### config.mk
export PLATFORM = sky130hd
export DESIGN_NAME = pause_resolver
export DESIGN_NICKNAME = d
export VERILOG_FILES = /design/src/rtl/pause_res_pkg.sv /design/src/rtl/pr_request_norm.sv /design/src/rtl/pr_negotiate.sv /design/src/rtl/pr_thresh.sv /design/src/rtl/pause_resolver.sv
export SDC_FILE = /design/constraint.sdc
export NUM_CORES = 1
export LEC_CHECK = 0
export ABC_AREA = 1
export BUFFER_PORTS_ARGS = -buffer_cell sky130_fd_sc_hd__buf_2
export CAP_MARGIN = 20
export CORE_UTILIZATION = 45
export DETAILED_ROUTE_END_ITERATION = 10
export PLACE_DENSITY = 0.93
export SYNTH_ARGS = -nofsm -noshare
export SYNTH_HDL_FRONTEND = slang
export SYNTH_SLANG_ARGS = --single-unit
### constraint.sdc
create_clock -name clk -period 2.71 [get_ports clk]
set_input_delay 0.1355 -clock clk [delete_from_list [all_inputs] [get_ports clk]]
set_output_delay 0.1355 -clock clk [all_outputs]
set_load 0.05 [all_outputs]
### src/rtl/pause_res_pkg.sv
package pause_res_pkg;

  typedef enum logic [1:0] {
    PM_NONE = 2'd0,
    PM_RX   = 2'd1,
    PM_TX   = 2'd2,
    PM_FULL = 2'd3
  } pmode_e;

  localparam int REQ_W = 3;

  localparam logic [REQ_W-1:0] RQ_NONE    = 3'd0;
  localparam logic [REQ_W-1:0] RQ_RX      = 3'd1;
  localparam logic [REQ_W-1:0] RQ_TX      = 3'd2;
  localparam logic [REQ_W-1:0] RQ_FULL    = 3'd3;
  localparam logic [REQ_W-1:0] RQ_DEFAULT = 3'd4;

  typedef struct packed {
    logic pause;
    logic asym;
  } adv_t;

endpackage

### src/rtl/pr_request_norm.sv
module pr_request_norm
  import pause_res_pkg::*;
(
  input  logic [REQ_W-1:0] req_code,
  output logic             req_ok,
  output pmode_e           req_eff
);
  // Default maps to full; codes above default are illegal.
  always_comb begin
    req_ok  = 1'b1;
    req_eff = PM_NONE;
    unique case (req_code)
      RQ_NONE:    req_eff = PM_NONE;
      RQ_RX:      req_eff = PM_RX;
      RQ_TX:      req_eff = PM_TX;
      RQ_FULL:    req_eff = PM_FULL;
      RQ_DEFAULT: req_eff = PM_FULL;
      default:    req_ok  = 1'b0;
    endcase
  end
endmodule

### src/rtl/pr_negotiate.sv
module pr_negotiate
  import pause_res_pkg::*;
(
  input  adv_t   local_adv,
  input  adv_t   peer_adv,
  input  pmode_e want,
  input  logic   strict_std,
  input  logic   full_duplex,
  output pmode_e result
);
  pmode_e table_mode;

  always_comb begin
    if (local_adv.pause && peer_adv.pause) begin
      table_mode = (want == PM_FULL) ? PM_FULL : PM_RX;
    end else if (!local_adv.pause && local_adv.asym && peer_adv.pause && peer_adv.asym) begin
      table_mode = PM_TX;
    end else if (local_adv.pause && local_adv.asym && !peer_adv.pause && peer_adv.asym) begin
      table_mode = PM_RX;
    end else if (want == PM_NONE || want == PM_TX || strict_std) begin
      table_mode = PM_NONE;
    end else begin
      // legacy partner that advertises nothing: still honour incoming pause
      table_mode = PM_RX;
    end
    result = full_duplex ? table_mode : PM_NONE;
  end
endmodule

### src/rtl/pr_thresh.sv
module pr_thresh #(
  parameter int WM_W     = 16,
  parameter int THRESH_W = 32,
  parameter int XON_BIT  = THRESH_W - 1
) (
  input  logic                tx_active,
  input  logic                xon_req,
  input  logic [WM_W-1:0]     low_wm,
  input  logic [WM_W-1:0]     high_wm,
  output logic [THRESH_W-1:0] lo_val,
  output logic [THRESH_W-1:0] hi_val
);
  localparam int PAD_W = THRESH_W - WM_W;

  logic [THRESH_W-1:0] lo_ext;
  logic [THRESH_W-1:0] hi_ext;
  logic [THRESH_W-1:0] xon_mask;

  generate
    if (PAD_W > 0) begin : g_pad
      assign lo_ext = {{PAD_W{1'b0}}, low_wm};
      assign hi_ext = {{PAD_W{1'b0}}, high_wm};
    end else begin : g_nopad
      assign lo_ext = low_wm[THRESH_W-1:0];
      assign hi_ext = high_wm[THRESH_W-1:0];
    end
  endgenerate

  always_comb begin
    xon_mask          = '0;
    xon_mask[XON_BIT] = xon_req;
    lo_val = tx_active ? (lo_ext | xon_mask) : '0;
    hi_val = tx_active ? hi_ext : '0;
  end
endmodule

### src/rtl/pause_resolver.sv
module pause_resolver
  import pause_res_pkg::*;
#(
  parameter int WM_W     = 16,
  parameter int THRESH_W = 32
) (
  input  logic                clk,
  input  logic                rst_n,
  input  logic                resolve,
  input  logic                loc_pause,
  input  logic                loc_asym,
  input  logic                lp_pause,
  input  logic                lp_asym,
  input  logic [2:0]          req_mode,
  input  logic                strict_std,
  input  logic                full_duplex,
  input  logic                an_failed,
  input  logic                send_xon,
  input  logic [WM_W-1:0]     low_water,
  input  logic [WM_W-1:0]     high_water,
  output logic [1:0]          mode,
  output logic                tx_pause_en,
  output logic                rx_pause_en,
  output logic [THRESH_W-1:0] thresh_lo,
  output logic [THRESH_W-1:0] thresh_hi,
  output logic                cfg_err,
  output logic                done
);
  logic   req_ok;
  pmode_e req_eff;
  pmode_e neg_mode;
  pmode_e next_mode;
  adv_t   loc_adv;
  adv_t   peer_adv;
  logic [THRESH_W-1:0] lo_nx;
  logic [THRESH_W-1:0] hi_nx;

  pmode_e              mode_q;
  logic                tx_q, rx_q, err_q, done_q;
  logic [THRESH_W-1:0] lo_q, hi_q;

  assign loc_adv  = '{pause: loc_pause, asym: loc_asym};
  assign peer_adv = '{pause: lp_pause,  asym: lp_asym};

  pr_request_norm u_norm (
    .req_code (req_mode),
    .req_ok   (req_ok),
    .req_eff  (req_eff)
  );

  pr_negotiate u_neg (
    .local_adv   (loc_adv),
    .peer_adv    (peer_adv),
    .want        (req_eff),
    .strict_std  (strict_std),
    .full_duplex (full_duplex),
    .result      (neg_mode)
  );

  // forced path bypasses advertisement table and duplex override
  assign next_mode = an_failed ? req_eff : neg_mode;

  pr_thresh #(
    .WM_W     (WM_W),
    .THRESH_W (THRESH_W)
  ) u_thr (
    .tx_active (next_mode[1]),
    .xon_req   (send_xon),
    .low_wm    (low_water),
    .high_wm   (high_water),
    .lo_val    (lo_nx),
    .hi_val    (hi_nx)
  );

  always_ff @(posedge clk) begin
    if (!rst_n) begin
      mode_q <= PM_NONE;
      tx_q   <= 1'b0;
      rx_q   <= 1'b0;
      lo_q   <= '0;
      hi_q   <= '0;
      err_q  <= 1'b0;
      done_q <= 1'b0;
    end else begin
      done_q <= resolve;
      if (resolve) begin
        err_q <= !req_ok;
        if (req_ok) begin
          mode_q <= next_mode;
          tx_q   <= (next_mode == PM_TX) || (next_mode == PM_FULL);
          rx_q   <= (next_mode == PM_RX) || (next_mode == PM_FULL);
          lo_q   <= lo_nx;
          hi_q   <= hi_nx;
        end
      end
    end
  end

  assign mode        = mode_q;
  assign tx_pause_en = tx_q;
  assign rx_pause_en = rx_q;
  assign thresh_lo   = lo_q;
  assign thresh_hi   = hi_q;
  assign cfg_err     = err_q;
  assign done        = done_q;
endmodule

## Word level (Yosys, flattened, before mapping)

Cells that the tools add are included.

| operators by class | value |
|---|---|
| bitwise logic cells | 1 |
| equality and inequality tests | 9 |
| muxes and demuxes | 11 |
| reductions and logical operators | 19 |

Operators with widths:

| operator | count |
|---|---|
| $mux W32 | 1 |
| $or A16 B32 Y32 | 1 |
| $mux W16 | 1 |
| $mux W2 | 6 |
| $eq A2 B2 Y1 const B | 4 |
| $logic_and A1 B1 Y1 | 7 |
| $eq A3 B2 Y1 const B | 2 |
| $pmux W2 S3 | 1 |
| $reduce_or A5 Y1 | 1 |
| $logic_or A1 B1 Y1 | 4 |
| $eq A3 B1 Y1 const B | 1 |
| $eq A3 B3 Y1 const B | 1 |
| $logic_not A1 Y1 | 3 |
| $logic_not A3 Y1 | 1 |
| $eq A2 B1 Y1 const B | 1 |
| $logic_not A2 Y1 | 1 |
| $mux W1 | 2 |
| $reduce_and A2 Y1 | 1 |
| $reduce_or A2 Y1 | 1 |

| storage, ports and cells | value |
|---|---|
| input port bits | 46 |
| bits in registers | 70 |
| logic and storage cells | 47 |

## Depth between registers and ports, before layout

| depth | value |
|---|---|
| depth in word-level cells | 14 |
| gate-level depth with buffers | 9 |
| depth with buffers taken out | 8 |

## By module

Synthesis repeated with hierarchy kept, for this count alone.

| second synthesis, totals | value |
|---|---|
| cell total of the unflattened synthesis | 430 |
| area total of the unflattened synthesis | 3060.4 um2 |

By module, submodules not included:

| module | cells an instance | seq. area each (um2) | area an instance (um2) | times used |
|---|---|---|---|---|
| pause_resolver | 305 | 1361.3 | 2406.1 | 1 |
| pr_thresh | 102 | 0.0 | 558.0 | 1 |
| pr_negotiate | 15 | 0.0 | 63.8 | 1 |
| pr_request_norm | 8 | 0.0 | 32.5 | 1 |

## Least setup slack after synthesis

No wires, ideal clock.

| path | value |
|---|---|
| path kind | input -> register |
| start point | in req_mode[0] |
| end point | reg hi_q[0] (netlist: thresh_hi[0]) |
| path buffers | 1 |
| setup slack | 1664 ps |
| cell stages on the path | 6 |
| arrival | 985 ps |
| required time | 2650 ps |
| path through | o21ai_2 nand2_2 nor3_4 buf_6 nand3_1 nand2_1 |

| on the way | value |
|---|---|
| word-level cells in the longest chain between the ends | 9 |
| elaborated cells between the ends (all ways) | 16 |
| those cells by class | eq/ne: 5; mux: 7; reduce/logical: 4 |

RTL lines:

| what | RTL line | RTL |
|---|---|---|
| from (decl) | pause_resolver.sv:14 | `input logic [2:0] req_mode,` |
| $eq A3 B2 Y1 or $eq A3 B3 Y1 (tied branches) | pr_request_norm.sv:12 | `unique case (req_code)` |
| $reduce_or A2 Y1 (no source line) | -- |  |
| $pmux W2 S3 | pr_request_norm.sv:12 |  |
| $eq A2 B2 Y1 | pr_negotiate.sv:15 | `table_mode = (want == PM_FULL) ? PM_FULL : PM_RX;` |
| $mux W2 | pr_negotiate.sv:15 |  |
| $mux W2 | pr_negotiate.sv:14 | `if (local_adv.pause && peer_adv.pause) begin` |
| $mux W2 | pr_negotiate.sv:26 | `result = full_duplex ? table_mode : PM_NONE;` |
| $mux W2 | pause_resolver.sv:61 | `assign next_mode = an_failed ? req_eff : neg_mode;` |
| $mux W16 | pr_thresh.sv:33 | `hi_val = tx_active ? hi_ext : '0;` |
| to (signal assigned) | pause_resolver.sv:93 | `hi_q <= hi_nx;` |
| to (decl) | pause_resolver.sv:40 | `logic [THRESH_W-1:0] lo_q, hi_q;` |

Parallel ways exist; a longest one is shown, timed or not.
A chain may end at the register's enable or synchronous reset.

## Worst setup path after layout

| path | value |
|---|---|
| start point | in req_mode[0] |
| end point | reg lo_q[8] (netlist: thresh_lo[8]) |

| on the way | value |
|---|---|
| word-level cells in the longest chain between the ends | 9 |
| elaborated cells between the ends (all ways) | 16 |
| those cells by class | eq/ne: 5; mux: 7; reduce/logical: 4 |

RTL lines:

| what | RTL line | RTL |
|---|---|---|
| $eq A3 B2 Y1 or $eq A3 B3 Y1 (tied branches) | pr_request_norm.sv:12 |  |
| $reduce_or A2 Y1 (no source line) | -- |  |
| $pmux W2 S3 | pr_request_norm.sv:12 |  |
| $eq A2 B2 Y1 | pr_negotiate.sv:15 |  |
| $mux W2 | pr_negotiate.sv:15 |  |
| $mux W2 | pr_negotiate.sv:14 |  |
| $mux W2 | pr_negotiate.sv:26 |  |
| $mux W2 | pause_resolver.sv:61 |  |
| $mux W32 | pr_thresh.sv:32 | `lo_val = tx_active ? (lo_ext \| xon_mask) : '0;` |
| to (signal assigned) | pause_resolver.sv:92 | `lo_q <= lo_nx;` |
| to (decl) | pause_resolver.sv:40 |  |

Parallel ways exist; a longest one is shown, timed or not.

==> metrics.yaml <==
die_h_microns: 64.3
grtUsageTotal_pct: 20.2
die_w_microns: 64.3
fin_ws_ps: 1340
cts_buffer_depth: 2
max_slew_margin_pct: 55.7
synth_top_area_share_pct: 44.7
wl_met3_microns: 270
post_cts_resized: 0
clock-sinks: 39
grt-ovfl-total: 0
hpwl_microns: 2760
antenna_found_initial: 0
postCtsSetupBuffers: 0
crit_type: "in -> reg"
yosys.area.top_type: "dfxtp_1"
gp_congestion: 0.912
syn_inst: 228
drt-initial-drc-count: 105
syn_area_sq_mm: 0.00175
final_nets: 354
worstPathRequired_ps: 2930
yosys_warnings: 0
rr_worst_depth: 2
ys_seq_area_share_pct: 44.7
grt_pass1_wl_microns: 6510
place_inst: 349
dpl-instance-area_sq_mm: 0.00205
p_total_mw: 1.35
reg2reg_from: "thresh_lo[8]"
cp-end-kind: "register"
p_leak_nw: 1.28
skew_ps: 0
area_delta_synth_final_pct: 23.3
cts_tree: "yes"
pin_count: 116
n_fill_cell: 373
wl_met2_microns: 1870
cts_hold_buf: 0
row_count: 22
ir_drop_mv: 0.334
cap_viol_max_count: 0
cts_made_buffers: 5
cp_cell_sequence: "buf_2 > o21ai_2 > nand2_2 > nor3_4 > buf_4 > nand3_1 > nand2_1"
wl_met1_microns: 1620
drt_pass1_iterations: 4
diodes: 0
dp_slack_ps: 1040
crit_fanout: 36
hold_viol_final: 0
htree_levels: 2
min_to: "thresh_lo[13]"
vias_per_cell: 4.76
status: "complete, no violations"
rrSetupSlack_ps: 2110
grt_start_max_net_pins: 37
clk_transition_reported_paths_ps: 70
period_share_pct: 50.6
tightest_slew_ps: 662
vias: 1699
arrival_ps: 1590
clk_latency_ps: 280
rsz0062_at_grt: "false"
fin_crit_ps: 1370
final_cell_count_no_fill: 357
finalSetupViolCount: 0
slew_violations: 0
syn_area_per_cell_sq_um: 7.66
core_area_sq_mm: 0.00369
max_stage_delay_ps: 410
crit_buf_inv: 2
dieArea_sq_mm: 0.00413
port_buffers: 84
route.detailed.drc: 0
r2r-end: "thresh_lo[8]"
final_cell_area_sq_mm: 0.00215
min_delay_path_depth: 3
postRouteAntennaNets: 0
path_delay_family: "simple AND/OR/NAND/NOR gates"
hold_path.startpoint: "low_water[13]"
powerDensity_mw_per_mm2: 627
top_layer_used: "met4"
start_util_pct: 47.4
critPathSlowestCell: "nand2_2"
synth_seq_cells: 39
wl_per_cell_microns: 10.7
synth_cell_types: 16
fmax_ghz: 0.730
critPathLaunchType: "input pin"
drive_gt1_share_pct: 31.4
totalNegativeSetupSlack_ps: 0
wl_microns: 3810
hold_path_class: "in -> reg"
yosys-top-cells-area: "dfxtp_1 (45%), nand3_1 (20%), buf_4 (13%), nand2_1 (12%), buf_6 (1.9%)"
cts_root_buffer: "clkbuf_8"
grt_pass1_vias: 1480
cell families (layout without fill, tap and decap cells):
kind of cell / count (synthesis) / count (layout) / synth area share (%)
buffers and inverters: 51 / 102 / 19.2
and+or+nand+nor: 134 / 134 / 34.7
DFF: 39 / 39 / 44.7
other: 1 / 31 / 0.215
AOI/OAI and AO/OA: 3 / 3 / 1.22
cell usage in the layout, fill, tap and decap left out, drive strengths merged:
cell type	netlist	routed
dfxtp	39	39
clkbuf	6	8
inv	7	7
o21ai	2	2
nand3	69	69
a21boi	1	1
buf	38	87
conb	1	31
nor2	5	5
nand2	58	58
nor3	2	2
metal layers:
metal	up-vias	GRT usage, %
met2	79	35.8
li1	835	-
met3	8	6.07
met4	0	5.83
met1	777	23.1
met5	-	0
worst min-delay path, cell delays in order:
cell and delay, ps:
buf_2 70, nand3_1 60, nand2_1 50
sequential cells by signal, indices dropped and copies added, names as in the netlist:
signal	cells
thresh_lo	17
thresh_hi	16
mode	2
cfg_err	1
done	1
rx_pause_en	1
tx_pause_en	1
worst max-delay path by stage:
stage | from | to | cells past startpoint
floorplan | req_mode[0] | thresh_hi[0] | 6
global placement | req_mode[0] | thresh_lo[3] | 7
detailed placement | req_mode[0] | thresh_lo[31] | 7
CTS | req_mode[0] | thresh_lo[8] | 7
global route | req_mode[0] | thresh_hi[6] | 7
finish | req_mode[0] | thresh_lo[8] | 7
power breakdown:
group	internal (mW)	switching, mW	leakage [nW]
registers	0.599	0.0122	0.318
clock network	0.232	0.184	0.0515
logic	0.0622	0.260	0.911
total	0.893	0.456	1.28
cell type report:
class                      instances  area (sq um)  area share, %
sequential                        39           781           36.3
multi-input combinational        168           743           34.5
timing repair buffer              87           443           20.6
clock buffer                       8           100           4.65
tap                               48          60.1           2.79
inverter                           7          26.3           1.22
cell usage after synthesis, drive strengths merged:
cell,n
a21boi,1
buf,38
clkbuf,6
conb,1
dfxtp,39
inv,7
nand2,58
nand3,69
nor2,5
nor3,2
o21ai,2
through the flow:
stage,util (%),hold slack [ps]
2_1_floorplan,-,229
6_report,58.4,63.1
5_1_grt,58.4,62.1
3_5_place_dp,55.7,358
4_1_cts,58.4,59.8
3_3_place_gp,55.7,351
(Power assumes the default switching activity.)
